**config.mk**
```make
export PLATFORM = sky130hd
export DESIGN_NAME = pt_xlate
export DESIGN_NICKNAME = d
export VERILOG_FILES = /design/src/rtl/pt_xlate_pkg.sv /design/src/rtl/pt_split.sv /design/src/rtl/pt_check.sv /design/src/rtl/pt_seq.sv /design/src/rtl/pt_xlate.sv
export SDC_FILE = /design/constraint.sdc
export NUM_CORES = 1
export LEC_CHECK = 0
export ABC_AREA = 1
export BUFFER_PORTS_ARGS = -buffer_cell sky130_fd_sc_hd__buf_2
export CAP_MARGIN = 25
export CORE_MARGIN = 3
export CORE_UTILIZATION = 55
export CTS_CLUSTER_DIAMETER = 150
export DETAILED_ROUTE_END_ITERATION = 6
export PLACE_DENSITY = 0.86
export REMOVE_ABC_BUFFERS = 1
export SLEW_MARGIN = 20
export SYNTH_ARGS = -nofsm -noshare
export SYNTH_HDL_FRONTEND = slang
export SYNTH_SLANG_ARGS = --single-unit
```
**constraint.sdc**
```tcl
create_clock -name clk -period 5.1 [get_ports clk]
set_clock_uncertainty 0.15 [all_clocks]
set_input_delay 1.02 -clock clk [delete_from_list [all_inputs] [get_ports clk]]
set_output_delay 1.02 -clock clk [all_outputs]
set_load 0.01 [all_outputs]
```
**src/rtl/pt_xlate_pkg.sv**
```systemverilog
package pt_xlate_pkg;

   typedef enum logic [1:0] {
      FLT_NONE    = 2'd0,
      FLT_LEN     = 2'd1,
      FLT_INVALID = 2'd2,
      FLT_PROT    = 2'd3
   } flt_e;

   typedef enum logic [1:0] {
      ACC_RD   = 2'd0,
      ACC_WR   = 2'd1,
      ACC_EX   = 2'd2,
      ACC_RSVD = 2'd3
   } acc_e;

   localparam int FLAG_V = 0;
   localparam int FLAG_R = 1;
   localparam int FLAG_W = 2;
   localparam int FLAG_X = 3;
   localparam int FLAG_N = 4;

endpackage

```
**src/rtl/pt_split.sv**
```systemverilog
module pt_split #(
   parameter int LA_W        = 32,
   parameter int PAGE_BITS   = 12,
   parameter int LEN_W       = 20,
   parameter int MEM_AW      = 32,
   parameter int ENTRY_SHIFT = 2,
   localparam int VPN_W      = LA_W - PAGE_BITS
) (
   input  logic [LA_W-1:0]      laddr,
   input  logic [MEM_AW-1:0]    ptbr,
   input  logic [LEN_W-1:0]     ptlr,
   output logic [PAGE_BITS-1:0] offset,
   output logic                 in_range,
   output logic [MEM_AW-1:0]    ent_addr
);

   logic [VPN_W-1:0] vpn;

   assign vpn    = laddr[LA_W-1:PAGE_BITS];
   assign offset = laddr[PAGE_BITS-1:0];

   // Length compare: widen whichever side is narrower
   generate
      if (LEN_W > VPN_W) begin : g_wide_len
         assign in_range = LEN_W'(vpn) < ptlr;
      end else if (LEN_W < VPN_W) begin : g_wide_vpn
         assign in_range = vpn < VPN_W'(ptlr);
      end else begin : g_same
         assign in_range = vpn < ptlr;
      end
   endgenerate

   assign ent_addr = ptbr + (MEM_AW'(vpn) << ENTRY_SHIFT);

endmodule

```
**src/rtl/pt_check.sv**
```systemverilog
module pt_check #(
   parameter int ENTRY_W   = 32,
   parameter int FRAME_W   = 20,
   parameter int PAGE_BITS = 12,
   parameter int PA_W      = 32
) (
   input  logic [ENTRY_W-1:0]   entry,
   input  logic [1:0]           acc,
   input  logic [PAGE_BITS-1:0] offset,
   output logic [1:0]           fault,
   output logic [PA_W-1:0]      paddr
);
   import pt_xlate_pkg::*;

   logic [FRAME_W-1:0] frame;
   logic [FLAG_N-1:0]  flags;
   logic               allowed;

   assign frame = entry[ENTRY_W-1 -: FRAME_W];
   assign flags = entry[FLAG_N-1:0];

   always_comb begin
      unique case (acc)
         ACC_RD:  allowed = flags[FLAG_R];
         ACC_WR:  allowed = flags[FLAG_W];
         ACC_EX:  allowed = flags[FLAG_X];
         default: allowed = 1'b0;
      endcase
   end

   always_comb begin
      if (!flags[FLAG_V]) begin
         fault = FLT_INVALID;
         paddr = '0;
      end else if (!allowed) begin
         fault = FLT_PROT;
         paddr = '0;
      end else begin
         fault = FLT_NONE;
         paddr = {frame, offset};
      end
   end

   always_comb begin
      if (!flags[FLAG_V]) a_r5_invalid_first : assert (fault == FLT_INVALID);
   end

endmodule

```
**src/rtl/pt_seq.sv**
```systemverilog
module pt_seq #(
   parameter int MEM_AW    = 32,
   parameter int PA_W      = 32,
   parameter int PAGE_BITS = 12
) (
   input  logic                 clk,
   input  logic                 rst_n,
   input  logic                 req_valid,
   output logic                 req_ready,
   input  logic [1:0]           req_acc,
   input  logic                 req_in_range,
   input  logic [MEM_AW-1:0]    req_ent_addr,
   input  logic [PAGE_BITS-1:0] req_offset,
   output logic                 mem_req_valid,
   input  logic                 mem_req_ready,
   output logic [MEM_AW-1:0]    mem_req_addr,
   input  logic                 mem_rsp_valid,
   input  logic [1:0]           chk_fault,
   input  logic [PA_W-1:0]      chk_paddr,
   output logic [1:0]           acc_q,
   output logic [PAGE_BITS-1:0] off_q,
   output logic                 rsp_valid,
   input  logic                 rsp_ready,
   output logic [PA_W-1:0]      rsp_paddr,
   output logic [1:0]           rsp_fault
);
   import pt_xlate_pkg::*;

   typedef enum logic [1:0] {S_IDLE, S_READ, S_WAIT, S_RESP} st_e;

   st_e               state;
   logic [MEM_AW-1:0] addr_q;
   logic [PA_W-1:0]   pa_q;
   logic [1:0]        fault_q;

   always_ff @(posedge clk or negedge rst_n) begin
      if (!rst_n) begin
         state   <= S_IDLE;
         addr_q  <= '0;
         pa_q    <= '0;
         fault_q <= FLT_NONE;
         acc_q   <= '0;
         off_q   <= '0;
      end else begin
         unique case (state)
            S_IDLE: if (req_valid) begin
               acc_q <= req_acc;
               off_q <= req_offset;
               if (req_in_range) begin
                  addr_q <= req_ent_addr;
                  state  <= S_READ;
               end else begin
                  fault_q <= FLT_LEN;
                  pa_q    <= '0;
                  state   <= S_RESP;
               end
            end
            S_READ: if (mem_req_ready) state <= S_WAIT;
            S_WAIT: if (mem_rsp_valid) begin
               fault_q <= chk_fault;
               pa_q    <= chk_paddr;
               state   <= S_RESP;
            end
            S_RESP: if (rsp_ready) state <= S_IDLE;
            default: state <= S_IDLE;
         endcase
      end
   end

   assign req_ready     = (state == S_IDLE);
   assign mem_req_valid = (state == S_READ);
   assign mem_req_addr  = addr_q;
   assign rsp_valid     = (state == S_RESP);
   assign rsp_paddr     = pa_q;
   assign rsp_fault     = fault_q;

   a_r9_rsp_hold : assert property (@(posedge clk) disable iff (!rst_n)
      rsp_valid && !rsp_ready |=> rsp_valid && $stable(rsp_paddr) && $stable(rsp_fault));

   a_r3_addr_hold : assert property (@(posedge clk) disable iff (!rst_n)
      mem_req_valid && !mem_req_ready |=> mem_req_valid && $stable(mem_req_addr));

   a_r3_single_read : assert property (@(posedge clk) disable iff (!rst_n)
      mem_req_valid && mem_req_ready |=> !mem_req_valid);

   a_r4_len_no_read : assert property (@(posedge clk) disable iff (!rst_n)
      req_valid && req_ready && !req_in_range |=> rsp_valid && rsp_fault == FLT_LEN && !mem_req_valid);

   a_r11_fault_zero_pa : assert property (@(posedge clk) disable iff (!rst_n)
      rsp_valid && rsp_fault != FLT_NONE |-> rsp_paddr == '0);

endmodule

```
**src/rtl/pt_xlate.sv**
```systemverilog
module pt_xlate #(
   parameter int LA_W        = 32,
   parameter int PA_W        = 32,
   parameter int PAGE_BITS   = 12,
   parameter int MEM_AW      = 32,
   parameter int LEN_W       = 20,
   parameter int ENTRY_BYTES = 4,
   localparam int ENTRY_W     = ENTRY_BYTES * 8,
   localparam int ENTRY_SHIFT = $clog2(ENTRY_BYTES),
   localparam int VPN_W       = LA_W - PAGE_BITS,
   localparam int FRAME_W     = PA_W - PAGE_BITS
) (
   input  logic               clk,
   input  logic               rst_n,
   input  logic [MEM_AW-1:0]  ptbr,
   input  logic [LEN_W-1:0]   ptlr,
   input  logic               req_valid,
   output logic               req_ready,
   input  logic [LA_W-1:0]    req_laddr,
   input  logic [1:0]         req_acc,
   output logic               rsp_valid,
   input  logic               rsp_ready,
   output logic [PA_W-1:0]    rsp_paddr,
   output logic [1:0]         rsp_fault,
   output logic               mem_req_valid,
   input  logic               mem_req_ready,
   output logic [MEM_AW-1:0]  mem_req_addr,
   input  logic               mem_rsp_valid,
   input  logic [ENTRY_W-1:0] mem_rsp_data
);

   generate
      if (PAGE_BITS < 1 || PAGE_BITS >= LA_W || PAGE_BITS >= PA_W) begin : g_bad_page
         $error("pt_xlate: PAGE_BITS out of range");
      end
      if ((1 << ENTRY_SHIFT) != ENTRY_BYTES) begin : g_bad_entry
         $error("pt_xlate: ENTRY_BYTES must be a power of two");
      end
      if (FRAME_W > ENTRY_W - pt_xlate_pkg::FLAG_N) begin : g_bad_frame
         $error("pt_xlate: frame field overlaps flag bits");
      end
      if (MEM_AW < VPN_W + ENTRY_SHIFT) begin : g_bad_aw
         $error("pt_xlate: MEM_AW too narrow for table offset");
      end
   endgenerate

   logic [PAGE_BITS-1:0] req_off, off_q;
   logic                 in_range;
   logic [MEM_AW-1:0]    ent_addr;
   logic [1:0]           acc_q, chk_fault;
   logic [PA_W-1:0]      chk_paddr;

   pt_split #(
      .LA_W(LA_W), .PAGE_BITS(PAGE_BITS), .LEN_W(LEN_W),
      .MEM_AW(MEM_AW), .ENTRY_SHIFT(ENTRY_SHIFT)
   ) u_split (
      .laddr(req_laddr), .ptbr(ptbr), .ptlr(ptlr),
      .offset(req_off), .in_range(in_range), .ent_addr(ent_addr)
   );

   pt_check #(
      .ENTRY_W(ENTRY_W), .FRAME_W(FRAME_W), .PAGE_BITS(PAGE_BITS), .PA_W(PA_W)
   ) u_check (
      .entry(mem_rsp_data), .acc(acc_q), .offset(off_q),
      .fault(chk_fault), .paddr(chk_paddr)
   );

   pt_seq #(
      .MEM_AW(MEM_AW), .PA_W(PA_W), .PAGE_BITS(PAGE_BITS)
   ) u_seq (
      .clk(clk), .rst_n(rst_n),
      .req_valid(req_valid), .req_ready(req_ready), .req_acc(req_acc),
      .req_in_range(in_range), .req_ent_addr(ent_addr), .req_offset(req_off),
      .mem_req_valid(mem_req_valid), .mem_req_ready(mem_req_ready),
      .mem_req_addr(mem_req_addr), .mem_rsp_valid(mem_rsp_valid),
      .chk_fault(chk_fault), .chk_paddr(chk_paddr),
      .acc_q(acc_q), .off_q(off_q),
      .rsp_valid(rsp_valid), .rsp_ready(rsp_ready),
      .rsp_paddr(rsp_paddr), .rsp_fault(rsp_fault)
   );

endmodule

```
==> metrics.md, run 1 <==
| Metric | Value |
|---|---|
| Hold violation count in the final report | `0` |
| Vias post-DR | `5430` |
| Max Fanout on Critical Path | `36` |
| Worst path required time | `5210 ps` |
| Synth unique cells | `33` |
| Clk_lat worst skew | `360 ps` |
| TritonCTS clock tree | `built` |
| Worst setup EP type | `flop` |
| Nets | `1149` |
| DRT met1 WL | `6460 um` |
| RSZ-0062 raised after global routing | `no` |
| Sequential cell area | `approximately 2100 um2` |
| Top Layer Used | `met4` |
| N_diodes | `0` |
| Post-synthesis cell count | `799` |
| Max-Cap Viols | `0` |
| Die Wd | `107 um` |
| Mapped Area | `5620 um2` |
| Peak supply drop | `438 uV` |
| Register area share after synthesis | `0.365` |
| Hold WC Path Type | `flop to flop` |
| Root buf cell | `clkbuf_8` |
| Cell row count | `36` |
| YS warnings | `0` |
| Post-CTS setup buffers | `0` |
| Critical Setup Path Class | `primary input to flop` |
| Arrival @ worst endpoint | `about 3100 ps` |
| Syn Area/Cell | `between 7 and 8 um2` |
| Area Growth Syn to Fin | `22.1%` |
| Die ar. | `about 11000 um2` |
| DP HPWL | `11200 um` |
| Global route overflow | `0` |
| Startpoint Class | `primary input` |
| Final Critical Period | `2970 ps` |
| Slew @ Worst Pin | `736 ps` |
| Final GP Congestion | `0.974` |
| Routed met2 length | `6570 um` |
| Drt total wl | `14200 um` |
| Die Y | `107 um` |
| Hold_buf cts | `0` |
| # resized after CTS | `0` |
| Final setup violation count | `0` |
| Dpl cell area | `6650 um2` |
| Initial DRC count | `between 300 and 400` |
| Clock slew at reported path FFs | `90 ps` |
| TritonCTS Sinks | `82` |
| Leak | `around 4 nW` |
| CTS max path bufs | `2` |
| Cell Pwr Density | `383 nW/um2` |
| GRT Util Overall | `0.251` |
| DR vias/cell | `4.85` |
| # port buffers | `184` |
| Largest net degree at the start of global routing | `83` |
| I/O pins | `193` |
| Fraction of layout instances using a drive strength above 1 | `0.232` |
| Non-filler instance count after layout | `1119` |
| Avg WL per Cell | `12.7 um` |
| Initial core utilization | `0.570` |
| Worst rel slew slack | `0.507` |
| Placeable core region | `9860 um2` |
| Post-route DRC | `0` |
| Fin crit share | `0.582` |
| Initial antenna violation count | `0` |
| First-pass DRT Iterations | `5` |
| Met3 routed WL | `976 um` |
| Fin Hold WS | `328 ps` |
| Vias in the first global route | `around 5000` |
| Max Fclk | `between 300 and 400 MHz` |
| Cts bufs inserted | `9` |
| # H-tree levels | `3` |
| Antenna-violating nets left | `0` |
| Layout fillers | `866` |
| Seq cells post-synth | `roughly 80` |
| Area occupied by multi-input gates | `3010 um2` |
| Status | `finished, final reports clean` |
| DP Cell Count | `roughly 1100` |
| Final instance area | `~7000 um2` |
| First-pass GRT wire length | `between 20000 and 25000 um` |
| Slew Limit Fails | `0` |
| Design Power | `2.62 mW` |
| Fin Setup TNS | `0 ps` |
==> final cells by class <==
cell class | instances | share of cell area
Clock buffer | 9 | 0.0181
Clock inverter | 7 | 0.0106
Inverter | 121 | 0.0662
Multi-Input combinational cell | 579 | 0.439
Sequential cell | 82 | 0.299
Tap cell | 133 | 0.0243
Timing Repair Buffer | 188 | 0.143
==> critical path: stages <==
cell and delay, ps:
buf_2 110, ha_1 290, nand2_1 80, nor2_1 160, nand4_1 100, nor2_1 90
nand2_1 130, nand3_2 130, nand2_2 420, buf_16 350, o21ai_0 180
==> metrics by stage <==
| step | utilization | worst slack [ps] |
|---|---|---|
| 6_report | 0.695 | 2130 |
| 5_1_grt | 0.695 | 1840 |
| 4_1_cts | 0.694 | 2090 |
| 3_5_place_dp | 0.674 | 1750 |
| 3_3_place_gp | 0.671 | 1670 |
| 2_1_floorplan | - | 2160 |
==> synthesized netlist by cell type <==
library cell  number  area share
nand3b_1           8       0.011
nor2_4             1      0.0020
a21oi_1           20       0.018
mux2_2            13       0.026
nand3_2            1      0.0018
o31ai_1            1      0.0013
a221oi_1           1      0.0016
nor3_1            10      0.0089
ha_1              43       0.096
and2_1             2      0.0022
dfrtp_1           82        0.37
o21ai_2            6      0.0093
o21ai_0           31       0.028
xnor2_1           13       0.020
fa_1               1      0.0036
nand2_1          318        0.21
o21ai_1           13       0.012
nand3_1           37       0.033
nand4_1            6      0.0067
nand2_2            1      0.0011
nand4_4            1      0.0038
o22ai_1            1      0.0011
o211ai_1           1      0.0013
inv_2              1     0.00067
buf_6              3      0.0060
inv_1            120       0.080
clkbuf_1           4      0.0027
nor2_2             1      0.0011
buf_4              2      0.0027
o21bai_1           2      0.0027
nor2_1            46       0.031
buf_2              8      0.0071
a21o_1             1      0.0013
==> flip-flops by register name (all words and copies together) (netlist names) <==
register and count:
u_seq.rsp_fault 2, u_seq.acc_q 2, u_seq.rsp_paddr 32, u_seq.mem_req_addr 32, u_seq.state 2, u_seq.off_q 12
==> final timing paths <==
check | from | to | slack, ps | cells past startpoint
min in group asynchronous | rst_n | u_seq.rsp_paddr[13]$_DFFE_PN0P_ | 540 | 1
worst max-delay path | req_laddr[23] | u_seq.rsp_paddr[24]$_DFFE_PN0P_ | 2130 | 11
worst min-delay path | u_seq.mem_req_addr[22]$_DFFE_PN0P_ | u_seq.mem_req_addr[22]$_DFFE_PN0P_ | 330 | 2
worst min register to register | u_seq.mem_req_addr[22]$_DFFE_PN0P_ | u_seq.mem_req_addr[22]$_DFFE_PN0P_ | 330 | 2
max in group asynchronous | rst_n | u_seq.state[0]$_DFFE_PN0P_ | 3770 | 1
worst max register to register | u_seq.state[1]$_DFFE_PN0P_ | u_seq.rsp_paddr[24]$_DFFE_PN0P_ | 2470 | 12
==> routing by layer <==
metal | GRT usage | vias to the layer above
met2 | 0.406 | 171
li1 | - | 2855
met3 | 0.0379 | 19
met4 | 0.0548 | 0
met1 | 0.356 | 2385
met5 | 0 | -
==> cell families after synthesis <==
| family | after synthesis | share of synthesized area |
|---|---|---|
| xor+xnor | 13 | 0.0203 |
| fa+ha+maj | 44 | 0.0993 |
| mux | 13 | 0.0260 |
| buf+inv | 138 | 0.0993 |
| flops | 82 | 0.365 |
| compound gates | 77 | 0.0757 |
| simple gates | 432 | 0.314 |
==> layout by cell type, fill, tap and decap left out, types with 10 or more instances in the layout <==
cell type / n
o21ai_1: 13
nor2_1: 46
dfrtp_1: 82
inv_1: 120
mux2_2: 13
o21ai_0: 31
xnor2_1: 13
a21oi_1: 20
nor3_1: 10
ha_1: 43
buf_2: 183
nand3_1: 37
nand2_1: 318
==> where the power goes <==
| part | internal, mW | switching, mW | total [mW] |
|---|---|---|---|
| combinational | 0.458 | 0.685 | 1.14 |
| sequential | 0.885 | 0.120 | 1.00 |
| clock | 0.191 | 0.285 | 0.477 |
| total | 1.53 | 1.09 | 2.62 |
No activity file was read; power rests on OpenSTA's default activity.
==> run 2, diff against run 1 <==
--- a/config.mk
+++ b/config.mk
@@ -9,10 +9,10 @@
 export BUFFER_PORTS_ARGS = -buffer_cell sky130_fd_sc_hd__buf_2
 export CAP_MARGIN = 25
 export CORE_MARGIN = 3
-export CORE_UTILIZATION = 55
+export CORE_UTILIZATION = 51
 export CTS_CLUSTER_DIAMETER = 150
 export DETAILED_ROUTE_END_ITERATION = 6
-export PLACE_DENSITY = 0.86
+export PLACE_DENSITY = 0.8
 export REMOVE_ABC_BUFFERS = 1
 export SLEW_MARGIN = 20
 export SYNTH_ARGS = -nofsm -noshare
==> constraint.sdc (replaced) <==
create_clock -name clk -period 3.05 [get_ports clk]
set_clock_uncertainty 0.15 [all_clocks]
set_input_delay 0.61 -clock clk [delete_from_list [all_inputs] [get_ports clk]]
set_output_delay 0.61 -clock clk [all_outputs]
set_load 0.01 [all_outputs]
==> metrics.md, run 2 (synthesized netlist as in run 1, its figures left out) <==
| Metric | Value |
|---|---|
| First-pass DRT Iterations | `5 (unchanged)` |
| # port buffers | `184 (unchanged)` |
| Cts bufs inserted | `9 (unchanged)` |
| Hold violation count in the final report | `0 (unchanged)` |
| Fraction of layout instances using a drive strength above 1 | `0.233 (+0.000778)` |
| Antenna-violating nets left | `0 (unchanged)` |
| Cell row count | `37 (+2.8%)` |
| Slew @ Worst Pin | `648 ps (-88.9 ps)` |
| R2R depth | `9 (-3)` |
| Leak | `4.03 nW (+0.30%)` |
| Placeable core region | `10500 um2 (+6.5%)` |
| RSZ-0062 raised after global routing | `no` |
| Worst setup EP type | `flop` |
| Most frequent cells in the layout | `318 x nand2_1, 183 x buf_2, 120 x inv_1` |
| Largest net degree at the start of global routing | `58 (-30%)` |
| Post-CTS setup buffers | `0 (unchanged)` |
| Avg WL per Cell | `12.8 um (+1.2%)` |
| TritonCTS clock tree | `built` |
| Worst rel slew slack | `0.568 (+0.0610)` |
| Final setup violation count | `0 (unchanged)` |
| N_diodes | `0 (unchanged)` |
| Vias in the first global route | `5147 (+2.6%)` |
| Vias post-DR | `5493 (+1.2%)` |
| Initial DRC count | `319 (-5.9%)` |
| Worst path required time | `3160 ps (-2050 ps)` |
| Clk_lat worst skew | `360 ps (about the same)` |
| Global route overflow | `0 (unchanged)` |
| Fin Setup TNS | `0 ps (unchanged)` |
| CTS max path bufs | `2 (unchanged)` |
| Sw power | `1.83 mW (+68%)` |
| Commonest non-fill, non-tap cell in the layout | `nand2_1` |
| Sw Share | `0.417 (+0.00179)` |
| Root buf cell | `clkbuf_8` |
| GRT Util Overall | `0.235 (-0.0156)` |
| Nets | `1150 (+0.087%)` |
| Die Wd | `111 um (+3.6%)` |
| # H-tree levels | `3 (unchanged)` |
| Cell Pwr Density | `639 nW/um2 (+67%)` |
| Worst Slack Setup Final | `584 ps (-1550 ps)` |
| DP HPWL | `11500 um (+2.8%)` |
| Fin crit share | `0.808` |
| Comb power frac | `0.430 (-0.006)` |
| Flop pwr share | `0.385 (+0.002)` |
| Pre-CTS setup slack | `353 ps (-1390 ps)` |
| First-pass GRT wire length | `24100 um (+3.1%)` |
| I/O pins | `193 (unchanged)` |
| Area Growth Syn to Fin | `22.2% (about the same)` |
| # resized after CTS | `0 (unchanged)` |
| Max Fclk | `406 MHz` |
| Max Fanout on Critical Path | `44 (+22%)` |
| Arrival @ worst endpoint | `2570 ps (-510 ps)` |
| Final GP Congestion | `0.921 (-5.5%)` |
| TritonCTS Sinks | `82 (unchanged)` |
| Initial core utilization | `0.535 (-0.0349)` |
| Hold WC Path Type | `primary input to async pin` |
| Max-Cap Viols | `0 (unchanged)` |
| Die ar. | `12300 um2 (+7.4%)` |
| Drt total wl | `14400 um (+1.5%)` |
| Cell internal pwr | `2.56 mW (+67%)` |
| Startpoint Class | `flop` |
| Status | `finished, final reports clean` |
| Clock power share | `0.185 (+0.003)` |
| Final Critical Period | `~2500 ps` |
| Clock slew at reported path FFs | `110 ps (+20 ps)` |
| Hold_buf cts | `0 (unchanged)` |
| Critical Setup Path Class | `flop to flop` |
| DR vias/cell | `4.89 (+0.80%)` |
| Slew Limit Fails | `0 (unchanged)` |
| Initial antenna violation count | `0 (unchanged)` |
| Post-route DRC | `0 (unchanged)` |
| Die Y | `111 um (+3.6%)` |
| Peak supply drop | `699 uV (+60%)` |
-- run 2: worst max-delay path, cell delays in order, from the launching register on --
cell      delay [ps]
dfrtp_1          430
inv_1            110
ha_1             260
inv_2             60
nor2_1            90
nand2_1           50
o21bai_1         180
nor2_4           140
nand4_4          500
o21ai_0          370
-- run 2: area by class of cell --
type                       instances  area, um2
clock buffer                       9        124
clock inverter                     7       81.3
fill                             980       3640
multi-input combinational        579       3010
sequential                        82       2050
inverter                         121        454
tap                              136        170
timing repair buffer             189        973
-- run 2: final timing paths --
kind	to	slack [ps]	from
min in group clk	u_seq.mem_req_addr[1]$_DFFE_PN0P_	300	ptbr[1]
worst min-delay path	u_seq.rsp_paddr[20]$_DFFE_PN0P_	60	rst_n
worst max register to register	u_seq.mem_req_addr[17]$_DFFE_PN0P_	580	u_seq.state[1]$_DFFE_PN0P_
worst min register to register	u_seq.mem_req_addr[3]$_DFFE_PN0P_	330	u_seq.mem_req_addr[3]$_DFFE_PN0P_
max in group asynchronous	u_seq.acc_q[1]$_DFFE_PN0P_	2000	rst_n
worst max-delay path	u_seq.mem_req_addr[17]$_DFFE_PN0P_	580	u_seq.state[1]$_DFFE_PN0P_
-- run 2: through the flow --
step	power [mW]	instance area, um2	utilization	instances	hold WS [ps]
floorplan	2.84	5520	-	782	164
global placement	3.54	6660	0.634	1107	307
detailed placement	3.60	6660	0.634	1107	310
CTS	4.42	6870	0.653	1123	81.4
global route	4.74	6870	0.653	1123	96.7
finish	4.38	6870	0.653	1123	64.1
-- run 2: power groups by stage --
stage / Sequential, mW / Clock [mW] / Combinational (mW)
floorplan: 1.82 / 0 / 1.01
finish: 1.69 / 0.812 / 1.89
global placement: 1.69 / 0 / 1.86
CTS: 1.68 / 0.828 / 1.91
global route: 1.74 / 0.868 / 2.13
detailed placement: 1.70 / 0 / 1.90
-- run 2: routing by layer --
layer	wire, um	global-route usage
met1	6770	0.338
met2	6450	0.368
met3	1010	0.0469
met4	167	0.0501
met5	0	0
